==> config.mk <==
export PLATFORM = sky130hd
export DESIGN_NAME = lcd_level_meter
export DESIGN_NICKNAME = d
export VERILOG_FILES = /design/src/rtl/lcd_level_meter.sv
export SDC_FILE = /design/constraint.sdc
export NUM_CORES = 1
export LEC_CHECK = 0
export BUFFER_PORTS_ARGS = -buffer_cell sky130_fd_sc_hd__buf_4
export CORE_ASPECT_RATIO = 1.1
export CORE_UTILIZATION = 35
export CTS_CLUSTER_SIZE = 24
export DETAILED_ROUTE_END_ITERATION = 8
export RECOVER_POWER = 100
export SKIP_LAST_GASP = 1
export SLEW_MARGIN = 40
export SYNTH_ARGS = -nofsm -noshare
export SYNTH_HDL_FRONTEND = slang
export SYNTH_SLANG_ARGS = --single-unit
==> constraint.sdc <==
create_clock -name clk -period 5.15 [get_ports clk]
set_input_delay 0.2575 -clock clk [delete_from_list [all_inputs] [get_ports clk]]
set_output_delay 0.2575 -clock clk [all_outputs]
set_load 0.02 [all_outputs]
==> src/rtl/lcd_level_meter.sv <==
module lcd_level_meter #(
  parameter int SAMPLE_W     = 16,
  parameter int SETUP_CYC    = 5,
  parameter int EN_HIGH_CYC  = 30,
  parameter int CMD_WAIT_CYC = 5000,
  parameter int CLR_WAIT_CYC = 205000,
  parameter int PWR_WAIT_CYC = 1875000
) (
  input  logic                clk,
  input  logic                rst,
  input  logic [SAMPLE_W-1:0] sample,
  input  logic                sample_valid,
  output logic                lcd_rs,
  output logic                lcd_rw,
  output logic                lcd_e,
  output logic [3:0]          lcd_d
);

  localparam int CW = $clog2(PWR_WAIT_CYC + CLR_WAIT_CYC + CMD_WAIT_CYC + EN_HIGH_CYC + SETUP_CYC + 2);
  localparam logic [7:0] OP_MODE4 = 8'h20;
  localparam logic [7:0] OP_FUNC  = 8'h28;
  localparam logic [7:0] OP_DISP  = 8'h0F;
  localparam logic [7:0] OP_ENTRY = 8'h06;
  localparam logic [7:0] OP_CLEAR = 8'h01;
  localparam logic [7:0] OP_ADDR  = 8'h80;
  localparam logic [7:0] OP_LINE1 = 8'h40;
  localparam logic [7:0] CH_BLOCK = 8'hFF;

  typedef enum logic [2:0] {PH_IDLE, PH_SETUP, PH_HIGH, PH_HOLD, PH_WAIT} phase_t;
  typedef enum logic [2:0] {ST_INIT, ST_DECIDE, ST_ADDR, ST_WRITE, ST_CLEAR} state_t;

  phase_t        ph;
  state_t        st;
  logic [CW-1:0] cnt;
  logic [7:0]    tx, nb;
  logic          tx_rs, tx_lone, tx_long, low_half;
  logic          go, nrs, nlone, nlong;
  logic [1:0]    step;
  logic [2:0]    rng, rng_in;
  logic [3:0]    left;
  logic [SAMPLE_W-1:0] mag;

  assign mag    = sample[SAMPLE_W-1] ? (~sample + 1'b1) : sample;
  assign rng_in = mag[SAMPLE_W-1] ? 3'd7 : mag[SAMPLE_W-2 -: 3];

  always_comb begin
    go = 1'b1; nb = OP_FUNC; nrs = 1'b0; nlone = 1'b0; nlong = 1'b0;
    case (st)
      ST_INIT: case (step)
        2'd0:    begin nb = OP_MODE4; nlone = 1'b1; end
        2'd1:    nb = OP_FUNC;
        2'd2:    nb = OP_DISP;
        default: nb = OP_ENTRY;
      endcase
      ST_DECIDE: go = 1'b0;
      ST_ADDR:   nb = OP_ADDR | (rng[2] ? OP_LINE1 : 8'h00);
      ST_WRITE:  begin nb = CH_BLOCK; nrs = 1'b1; end
      default:   begin nb = OP_CLEAR; nlong = 1'b1; end
    endcase
  end

  always_ff @(posedge clk) begin
    if (rst) begin
      ph <= PH_WAIT; cnt <= CW'(PWR_WAIT_CYC - 1);
      st <= ST_INIT; step <= 2'd0; rng <= 3'd0; left <= 4'd0;
      tx <= 8'h00; tx_rs <= 1'b0; tx_lone <= 1'b0; tx_long <= 1'b0; low_half <= 1'b0;
    end else begin
      case (ph)
        PH_IDLE: begin
          if (go) begin
            tx <= nb; tx_rs <= nrs; tx_lone <= nlone; tx_long <= nlong;
            low_half <= 1'b0; ph <= PH_SETUP; cnt <= CW'(SETUP_CYC - 1);
          end
          case (st)
            ST_INIT: begin
              step <= step + 2'd1;
              if (step == 2'd3) st <= ST_DECIDE;
            end
            ST_DECIDE: if (sample_valid) begin rng <= rng_in; st <= ST_ADDR; end
            ST_ADDR:   begin left <= {1'b0, rng} + 4'd1; st <= ST_WRITE; end
            ST_WRITE:  begin
              left <= left - 4'd1;
              if (left == 4'd1) st <= ST_CLEAR;
            end
            default:   st <= ST_INIT;
          endcase
        end
        PH_SETUP: if (cnt == '0) begin ph <= PH_HIGH; cnt <= CW'(EN_HIGH_CYC - 1); end
                  else cnt <= cnt - 1'b1;
        PH_HIGH:  if (cnt == '0) ph <= PH_HOLD; else cnt <= cnt - 1'b1;
        PH_HOLD:  if (!low_half && !tx_lone) begin
                    low_half <= 1'b1; ph <= PH_SETUP; cnt <= CW'(SETUP_CYC - 1);
                  end else begin
                    ph <= PH_WAIT;
                    cnt <= tx_long ? CW'(CLR_WAIT_CYC - 1) : CW'(CMD_WAIT_CYC - 1);
                  end
        default:  if (cnt == '0) ph <= PH_IDLE; else cnt <= cnt - 1'b1;
      endcase
    end
  end

  assign lcd_e  = (ph == PH_HIGH);
  assign lcd_rs = tx_rs;
  assign lcd_rw = 1'b0;
  assign lcd_d  = low_half ? tx[3:0] : tx[7:4];

  AST_EN_SETUP: assert property (@(posedge clk) disable iff (rst)
    $rose(lcd_e) |-> $stable(lcd_d) && $stable(lcd_rs));
  AST_EN_DATA_HELD: assert property (@(posedge clk) disable iff (rst)
    lcd_e && $past(lcd_e) |-> $stable(lcd_d) && $stable(lcd_rs));
  AST_CHAR_ONLY_BLOCK: assert property (@(posedge clk) disable iff (rst)
    lcd_e && lcd_rs |-> lcd_d == 4'hF);
  AST_COUNT_BOUND: assert property (@(posedge clk) disable iff (rst)
    left <= 4'd8);
  AST_SAMPLE_GATE: assert property (@(posedge clk) disable iff (rst)
    !$stable(rng) |-> $past(st == ST_DECIDE && ph == PH_IDLE && sample_valid));
  AST_CLEAR_RESTART: assert property (@(posedge clk) disable iff (rst)
    $past(st) == ST_CLEAR && st != ST_CLEAR |-> st == ST_INIT && step == 2'd0);

endmodule

==> flow_summary_export.csv <==
group,metric,value,unit
status,outcome,"finished, violations left",
status,violations,"max-capacitance violations, max-slew violations",
logic_synthesis,synthCells,339,
logic_synthesis,syn_area,2740,sq um
logic_synthesis,synth_warnings,0,
layout,fin_util,40.3,%
routing,drt-pass1-iter-count,4,
layout,fill_cells,783,
clock_network,clk_pin_slew,90,ps
floorplan,core,7510,sq um
global_routing,grt_usage,18.6,%
power,p_switching,160,uW
routing,ant_nets,0,
clock_network,hold_buffers,0,
routing,first_iter_violations,154,
timing,finalHoldViolations,0,
power,ir_drop,0.0878,mV
run,drv_cap,1,
power,internal_power,473,uW
logic_synthesis,synthDominantCellAreaShare,33.6,%
logic_synthesis,synth.distinct_cells,62,
global_routing,antenna_found_initial,0,
logic_synthesis,synthFlopType,"dfxtp_1",
timing,finalSetupViolations,0,
clock_network,cts_made_buffers,5,
worst_setup_path,path_class,"flip-flop to flip-flop",
worst_setup_path,ff2ff_path_depth,8,
logic_synthesis,syn_nets,367,
logic_synthesis,yosys-top-cells-area,"dfxtp_1 34%, nor2_1 4.5%, a21oi_1 4.2%",
clock_network,cts_tree,"built",
power,p_comb_share,6.3,%
logic_synthesis,postSynthAreaPerCell,8.09,sq um
timing,finClkSkew,16.1,ps
floorplan,die-area,8200,sq um
layout,fin_area,3030,sq um
clock_network,h-tree-depth,2,
worst_setup_path,cp_slowest_cell,"o31ai_1",
worst_setup_path,worstSetupEndpointType,"flip-flop",
power,swShare,25.3,%
worst_setup_path,crit_required,5390,ps
global_routing,grt_overflow,0,
worst_setup_path,crit_family,"compound AO/OA/AOI/OAI gates",
min_path,hp-class,"primary input to flip-flop",
layout,syn_to_final_growth,10.4,%
timing,holdWs,298,ps
timing,period_minus_slack,3470,ps
clock_network,cts.path.max_buffers,2,
routing,wl,7.15,mm
logic_synthesis,synth-seq-cells,46,
layout,diodes,0,
routing,drcViolationCount,0,
worst_setup_path,cp_num_buf_inv,2,
layout,nets,384,
worst_setup_path,start_kind,"flip-flop",
routing,wire_per_inst,15.5,um
placement,routabilityCongestion,0.858,
placement,hpwlAfterDp,5.08,mm
placement,io_buffer_count,24,
floorplan,start_util,36.5,%
global_routing,grt_max_degree,41,
placement,place_area,2980,sq um
logic_synthesis,seq_area_frac_synth,33.6,%
routing,drt-met1-wl,3.35,mm
global_routing,grt_pass1_wl,12.1,mm
worst_setup_path,cpPeakStageDelay,1290,ps
clock_network,cts_setup_buffers,0,
floorplan,die_h,94.9,um
worst_setup_path,crit_chain,"inv_1, ha_1, nor4b_1, nand4_1, o31ai_1, clkbuf_1, o21ai_0, a31oi_2",
power,power.density,209,nW/um^2
routing,routed-wl-met3,273,um
clock_network,insertion_delay,310,ps
timing,rsz0062_at_grt,"no",
timing,slew_headroom,-1.91,%
global_routing,grt_pass1_vias,2582,
clock_network,cts_sinks,46,
power,power.leakage,0.982,nW
logic_synthesis,async_flop_share,0,%
floorplan,die_w,86.4,um
floorplan,placementRows,33,
routing,top_layer,"met4",
worst_setup_path,r2r_setup_slack,1680,ps
power,clock_power_share,36.5,%
timing,slew_violations,15,
clock_network,cts_root_buffer,"clkbuf_8",
timing,setup_tns,0,ps
min_path,worstHoldStart,"sample[14]",
worst_setup_path,path_max_fanout,14,
layout,drive_above_1_share,12.0,%
timing,fmax,0.288,GHz
power,p_seq_share,57.3,%
clock_network,cts_resized,0,
logic_synthesis,synth_enable_flop_cells,0,
logic_synthesis,synth_largest_area_cell,"dfxtp_1",
worst_setup_path,r2r_start,"cnt[0]$_SDFFE_PP1P_",
min_path,hold_depth,3,
min_path,min_to,"rng[2]$_SDFFE_PP0P_",
worst_setup_path,arrival,3710,ps
timing,worstMarginPinSlew,1520,ps
timing,period_share,67.4,%
floorplan,ioPinCount,26,
routing,via_per_inst,5.82,
routing,route.met2.wl,3.45,mm
routing,vias,2688,
worst_setup_path,reg2reg_to,"cnt[20]$_SDFFE_PP1P_",
-- synthesized netlist by cell type (all sizes together), types with 10 or more instances --
master	n
nor3	18
or3	17
nand2	20
dfxtp	46
a31oi	10
clkbuf	11
o21ai	22
inv	13
nand3	14
a21oi	23
or4	10
nor2	33
-- final cells by class --
cell class / instances / area [sq um] / area share [%]
Clock inverter: 3 / 23.8 / 0.784
Clock buffer: 5 / 68.8 / 2.27
Multi-Input combinational cell: 264 / 1670 / 55.2
Timing Repair Buffer: 26 / 165 / 5.45
Inverter: 13 / 48.8 / 1.61
Tap cell: 105 / 131 / 4.34
Sequential cell: 46 / 921 / 30.4
-- power by group through the flow --
stage               Sequential (mW)  Clock (mW)  Combinational [mW]
global placement              0.371           0              0.0389
global route                  0.364       0.253              0.0440
floorplan                     0.369           0              0.0242
finish                        0.363       0.231              0.0396
detailed placement            0.371           0              0.0396
CTS                           0.363       0.243              0.0396
-- sequential cells by signal (all words and copies together), names as in the netlist, 2 cells and up --
register / flops
left: 4
step: 2
tx: 7
ph: 3
rng: 3
st: 3
cnt: 21
-- how the worst max path moves through the flow --
stage                              startpoint                   end  slack (ps)  cells past startpoint
after floorplan           cnt[0]$_SDFFE_PP1P_  cnt[20]$_SDFFE_PP1P_        3080                      9
after global placement    cnt[0]$_SDFFE_PP1P_  cnt[20]$_SDFFE_PP1P_        2580                      7
after detailed placement  cnt[0]$_SDFFE_PP1P_  cnt[20]$_SDFFE_PP1P_        2500                      7
after CTS                 cnt[0]$_SDFFE_PP1P_  cnt[20]$_SDFFE_PP1P_        2470                      7
after global routing      cnt[0]$_SDFFE_PP1P_  cnt[20]$_SDFFE_PP1P_        1340                      8
final                     cnt[0]$_SDFFE_PP1P_  cnt[20]$_SDFFE_PP1P_        1680                      8
-- per-stage QoR --
step / instances / setup WS [ps] / power, mW
2_1_floorplan: 339 / 3080 / 0.393
6_report: 462 / 1680 / 0.634
3_5_place_dp: 453 / 2500 / 0.411
3_3_place_gp: 453 / 2580 / 0.410
5_1_grt: 462 / 1340 / 0.661
4_1_cts: 461 / 2470 / 0.646
-- tightest hold or removal path, cell delays in order --
cell,delay (ps)
buf_4,100
o211ai_1,100
a21oi_1,110
-- kinds of logic (layout without fill, tap and decap cells) --
| kind of cell | count (synthesis) | after routing | synth area share (%) |
|---|---|---|---|
| compound gates | 105 | 105 | 26.1 |
| xor+xnor | 2 | 2 | 0.639 |
| fa+ha+maj | 9 | 9 | 4.10 |
| buf+inv | 29 | 47 | 4.97 |
| flops | 46 | 46 | 33.6 |
| mux | 4 | 4 | 1.55 |
| other cells | 1 | 1 | 0.137 |
| simple gates | 143 | 143 | 29.0 |
-- layer usage --
metal  GRT usage, %  up-vias
li1               -     1334
met1           23.2     1283
met2           32.4       62
met3           3.15        9
met4           6.53        0
met5              0        -
-- cell usage in the layout (no fill, tap or decap), types with 13 or more instances in the layout --
master / instances
nor2_1: 33
or3_1: 14
dfxtp_1: 46
nand2_1: 20
nor3_1: 16
buf_4: 18
o21ai_0: 22
a21oi_1: 23
nand3_1: 13
inv_1: 13
(Power assumes the default switching activity.)
